==> src/rtl/pct_pkg.sv <==
package pct_pkg;
    typedef enum logic [1:0] {
        PH_IDLE = 2'd0,
        PH_ON   = 2'd1,
        PH_OFF  = 2'd2
    } phase_e;

    localparam int DUTY_SHIFT = 2;
endpackage

==> src/rtl/pct_period_sel.sv <==
module pct_period_sel #(
    parameter int CNT_W = 16
) (
    input  logic             green_req,
    input  logic [CNT_W-1:0] period_cfg,
    input  logic [CNT_W-1:0] green_period_cfg,
    output logic [CNT_W-1:0] nxt_per,
    output logic [CNT_W-1:0] nxt_lim
);
    import pct_pkg::*;

    always_comb begin
        nxt_per = green_req ? green_period_cfg : period_cfg;
        nxt_lim = nxt_per - (nxt_per >> DUTY_SHIFT);
    end

    always_comb begin
        assert_lim_below_per_R4: assert (nxt_per < 4 || nxt_lim < nxt_per);
    end
endmodule

==> src/rtl/pct_blank_timer.sv <==
module pct_blank_timer #(
    parameter int BLK_W = 6
) (
    input  logic             clk,
    input  logic             rst_n,
    input  logic             load,
    input  logic [BLK_W-1:0] blank_cfg,
    input  logic             cs_trip,
    input  logic             fb_trip,
    output logic             trip_ok
);
    logic [BLK_W-1:0] cnt_d, cnt_q;

    always_comb begin
        cnt_d = cnt_q;
        if (load)
            cnt_d = blank_cfg;
        else if (cnt_q != '0)
            cnt_d = cnt_q - 1'b1;
    end

    always_ff @(posedge clk or negedge rst_n) begin
        if (!rst_n) cnt_q <= '0;
        else        cnt_q <= cnt_d;
    end

    assign trip_ok = (cs_trip || fb_trip) && (cnt_q == '0);

    assert_blank_loaded_R3: assert property (@(posedge clk) disable iff (!rst_n)
        load |=> (cnt_q == $past(blank_cfg)));
endmodule

==> src/rtl/pwm_cycle_timer.sv <==
module pwm_cycle_timer #(
    parameter int CNT_W = 16,
    parameter int BLK_W = 6
) (
    input  logic             clk,
    input  logic             rst_n,
    input  logic             enable,
    input  logic             off_req,
    input  logic             cs_trip,
    input  logic             fb_trip,
    input  logic             green_req,
    input  logic [CNT_W-1:0] period_cfg,
    input  logic [CNT_W-1:0] green_period_cfg,
    input  logic [BLK_W-1:0] blank_cfg,
    output logic             gate,
    output logic             cycle_start
);
    import pct_pkg::*;

    typedef struct packed {
        phase_e           phase;
        logic             gate;
        logic             start;
        logic [CNT_W-1:0] cnt;
        logic [CNT_W-1:0] per;
        logic [CNT_W-1:0] lim;
    } st_t;

    st_t s_d, s_q;

    logic [CNT_W-1:0] nxt_per, nxt_lim, cnt_inc;
    logic             run_ok, begin_c, trip_ok;

    pct_period_sel #(.CNT_W(CNT_W)) u_sel (
        .green_req        (green_req),
        .period_cfg       (period_cfg),
        .green_period_cfg (green_period_cfg),
        .nxt_per          (nxt_per),
        .nxt_lim          (nxt_lim)
    );

    pct_blank_timer #(.BLK_W(BLK_W)) u_blank (
        .clk       (clk),
        .rst_n     (rst_n),
        .load      (begin_c),
        .blank_cfg (blank_cfg),
        .cs_trip   (cs_trip),
        .fb_trip   (fb_trip),
        .trip_ok   (trip_ok)
    );

    always_comb begin
        run_ok  = enable && !off_req;
        cnt_inc = s_q.cnt + 1'b1;
        begin_c = run_ok && ((s_q.phase == PH_IDLE) || (cnt_inc == s_q.per));
    end

    always_comb begin
        s_d       = s_q;
        s_d.start = 1'b0;
        if (!run_ok) begin
            s_d.phase = PH_IDLE;
            s_d.gate  = 1'b0;
            s_d.cnt   = '0;
        end else if (begin_c) begin
            s_d.phase = PH_ON;
            s_d.gate  = 1'b1;
            s_d.start = 1'b1;
            s_d.cnt   = '0;
            s_d.per   = nxt_per;
            s_d.lim   = nxt_lim;
        end else begin
            s_d.cnt = cnt_inc;
            if (s_q.phase == PH_ON && (trip_ok || cnt_inc >= s_q.lim)) begin
                s_d.phase = PH_OFF;
                s_d.gate  = 1'b0;
            end
        end
    end

    always_ff @(posedge clk or negedge rst_n) begin
        if (!rst_n) begin
            s_q <= '{phase: PH_IDLE, gate: 1'b0, start: 1'b0,
                     cnt: '0, per: '0, lim: '0};
        end else begin
            s_q <= s_d;
        end
    end

    assign gate        = s_q.gate;
    assign cycle_start = s_q.start;

    // a cycle opens with the gate up, and the strobe lasts one clock
    assert_gate_at_start_R1: assert property (@(posedge clk) disable iff (!rst_n)
        cycle_start |-> gate);
    assert_start_single_R1: assert property (@(posedge clk) disable iff (!rst_n)
        cycle_start |=> !cycle_start);
    // the gate is never up at or beyond the clamp count
    assert_duty_clamp_R4: assert property (@(posedge clk) disable iff (!rst_n)
        gate |-> (s_q.cnt < s_q.lim));
    // the active period holds for the whole cycle
    assert_period_hold_R6: assert property (@(posedge clk) disable iff (!rst_n)
        (s_q.phase != PH_IDLE && !cycle_start && $past(s_q.phase != PH_IDLE))
            |-> (s_q.per == $past(s_q.per)));
    // an off request stops the gate at the next edge
    assert_off_stops_R7: assert property (@(posedge clk) disable iff (!rst_n)
        off_req |=> (!gate && !cycle_start));
    // a low enable stops the gate at the next edge
    assert_enable_stops_R8: assert property (@(posedge clk) disable iff (!rst_n)
        !enable |=> (!gate && !cycle_start));
endmodule

==> config.mk <==
export PLATFORM = sky130hd
export DESIGN_NAME = pwm_cycle_timer
export DESIGN_NICKNAME = d
export VERILOG_FILES = /design/src/rtl/pct_pkg.sv /design/src/rtl/pct_period_sel.sv /design/src/rtl/pct_blank_timer.sv /design/src/rtl/pwm_cycle_timer.sv
export SDC_FILE = /design/constraint.sdc
export NUM_CORES = 1
export LEC_CHECK = 0
export ABC_AREA = 1
export BUFFER_PORTS_ARGS = -buffer_cell sky130_fd_sc_hd__buf_2
export CORE_MARGIN = 10
export CORE_UTILIZATION = 38
export CTS_CLUSTER_DIAMETER = 40
export CTS_CLUSTER_SIZE = 28
export DETAILED_ROUTE_END_ITERATION = 8
export SLEW_MARGIN = 10
export SYNTH_ARGS = -nofsm -noshare
export SYNTH_HDL_FRONTEND = slang
export SYNTH_SLANG_ARGS = --single-unit
==> constraint.sdc <==
create_clock -name clk -period 3.29 [get_ports clk]
set_clock_uncertainty 0.15 [all_clocks]
set_input_delay 0 -clock clk [delete_from_list [all_inputs] [get_ports clk]]
set_output_delay 0 -clock clk [all_outputs]
set_load 0.02 [all_outputs]
==> run metrics <==
status complete, no violations; clk_lat worst skew roughly 0.33 ns; vias per inst 4.74; commonest non-fill, non-tap cells in the layout nand2_1, inv_1, dfrtp_1; syn_nets about 650; largest vdd supply drop around 230 uV; worst hold path type in -> reg; GRT Total Usage between 10% and 20%; setup_tns 0 ns; Fillers 1056; Area growth, synth to finish 21.6%; Worst Tran Pin Value a little under 0.9 ns; 1st-iter DRT viols roughly 190; final hold vios 0; Initial Utilization 39.2%; layout cells sized above 1 20.5%; Synth area leader dfrtp_1; row count 38; first-pass iteration count of the detailed router 4; GP Congestion 0.898; Core Area roughly 11000 um2; first-pass GRT wire length 17.5 mm; wire length per cell between 10 and 15 um; post-layout min period roughly 2.8 ns; Yosys top cell area share between 30% and 40%; Diodes inserted 0; Inst Count DP around 750; Top Ports 47; commonest non-fill, non-tap cell in the layout nand2_1; Nets between 700 and 800; Syn Area/Cell roughly 7.6 um2; fin crit share a little under nine tenths; RSZ-0062 raised after global routing false; root buffer cell clkbuf_16; CP Launch Type flip-flop; number of global-route vias before repair ~3600; Gate Count Post-Synth 570; initial antenna violation count 0; CP Capture Type flip-flop; remaining antenna violation count 0; maximum capacitance violations 0; Pint 1.94 mW; die area about 16000 um2; # port buffers 46; routed vias ~3700; post-CTS resize count 0; Power Density approximately 540 nW/um2; clock share of power 38.6%; worst-path maximum fanout 51; Net Sw Power a little under 900 uW; Synth Warn # 0; Lkg Pwr around 2.7 nW; Synth cell types 34; H-Tree Depth 3; Max transition margin between 40% and 50%; Routed Wire Length a little over 10 mm; Seq pwr share 33.4%; Area contributors post-synth dfrtp_1, nand2_1, ha_1; logic gate share of total power between 20 and 30%; clk sink count 57; Critical Path AT between 2 and 3 ns; count of final setup violators 0; Fmax about 360 MHz; DR DRC count 0; CTS tree yes; global route overflow 0; final slew viol count 0; crit path kind reg -> reg; Finished Layout Cells around 800; DP Wirelength around 7.9 mm; Longest Clk Path Bufs 2; Syn Std Cell Area ~4300 um2; Die W between 100 and 150 um; Reg clk slew, reported paths 0.05 ns; post-synthesis sequential area ratio 33.1%; #FFs+latches synth 57; largest net degree at the start of global routing 52; CP required approximately 3.3 ns; CTS Buf Count 9; die height around 130 um; switching portion of total power between 30% and 40%
==> per-stage QoR <==
step / worst slack, ns / instance area, um2 / hold slack (ns) / util, % / power [mW]
6_report: 0.492 / 5240 / 0.00474 / 47.7 / 2.82
5_1_grt: 0.237 / 5240 / 0.0334 / 47.7 / 3.02
4_1_cts: 0.489 / 5240 / 0.00138 / 47.7 / 2.85
3_5_place_dp: 0.486 / 4650 / 0.0222 / 42.4 / 1.72
3_3_place_gp: 0.533 / 4650 / 0.0230 / 42.4 / 1.71
2_1_floorplan: 0.616 / 4310 / -0.446 / - / 1.53
==> final timing paths <==
kind | from | end | slack (ns) | depth (start not counted)
max in group asynchronous | rst_n | s_q[12] | 2.00 | 3
min in group asynchronous | rst_n | s_q[16] | 0.19 | 2
worst max-delay path | s_q[32] | s_q[17] | 0.49 | 17
worst min register to register | s_q[2] | s_q[2] | 0.34 | 2
worst max register to register | s_q[32] | s_q[17] | 0.49 | 17
worst min-delay path | period_cfg[12] | s_q[28] | 0.005 | 3
==> Yosys cell counts <==
master and n:
nand2_2 8, a31oi_1 1, buf_2 1, a21oi_1 29, a21o_1 3, o21ai_1 1, clkbuf_1 3, nand2_4 3
mux2i_1 2, a21boi_0 1, xnor2_1 8, nand3_1 33, nand2_1 148, o31ai_1 1, nor3_1 4, nand3b_1 7
ha_1 32, nand3_2 2, inv_1 84, nor2_2 3, dfrtp_1 57, o21bai_1 1, nand4_1 8, nor2_1 32
o21ai_2 33, buf_6 7, xor2_1 15, or2_2 16, nor2_4 3, a211oi_1 1, o211ai_1 1, fa_1 1
o21ai_0 20, inv_2 1
==> metal layers <==
layer	share of wire (%)	routed length, um	global-route usage (%)	vias up
met4	1.4	138	4.89	0
met5	0	0	0	-
met2	45	4630	20.3	66
met3	3.3	335	2.50	12
li1	-	-	-	1977
met1	50	5080	17.4	1678
==> critical path, stage by stage, from the launching register on <==
cell     delay (ns)
dfrtp_1        0.45
ha_1           0.23
nand2_1        0.11
nor2_4         0.17
nand2_1        0.12
nand2_2        0.09
nand2_1        0.07
nand2_1        0.06
nand2_1        0.04
nor2_1         0.09
nand2_1        0.05
nor2_1         0.16
nand3_2        0.14
nand2_4        0.10
nand2_4        0.18
buf_12         0.26
nand2_1        0.10
o21ai_2        0.05
==> power groups by stage <==
stage | Combinational (mW) | Clock [mW] | Sequential, mW
after global routing | 0.915 | 1.14 | 0.959
after CTS | 0.798 | 1.11 | 0.943
after global placement | 0.753 | 0 | 0.952
after detailed placement | 0.768 | 0 | 0.953
after floorplan | 0.613 | 0 | 0.921
final | 0.791 | 1.09 | 0.942
==> logic make-up (layout without fill, tap and decap cells) <==
kind of cell / count (synthesis) / in the layout / synth area share [%]
muxes: 2 / 2 / 0.465
xor gates and xnor gates: 23 / 23 / 4.68
DFF: 57 / 57 / 33.1
and+or+nand+nor: 267 / 267 / 28.3
buffers and inverters: 96 / 174 / 9.61
adders and majority gates: 33 / 33 / 9.76
AOI/OAI and AO/OA: 92 / 92 / 14.1
==> repair_timing <==
item | CTS | global route
hold endpoints to repair | 55 | 0
hold buffers | 24 | 0
setup buffers | 0 | 0
==> registers in the layout, indices dropped and copies added (netlist names) <==
| name | cells |
|---|---|
| s_q | 50 |
| u_blank.cnt_q | 6 |
| cycle_start | 1 |
==> final cells by class <==
cell class	count	area, um2	share of cell area [%]
Multi-Input combinational cell	417	2470	47.1
Clock inverter	5	103	1.96
Timing Repair Buffer	73	505	9.65
Tap cell	140	175	3.34
Inverter	85	319	6.09
Clock buffer	11	243	4.63
Sequential cell	57	1430	27.2
Note: power is estimated with default switching activity, not from simulation.
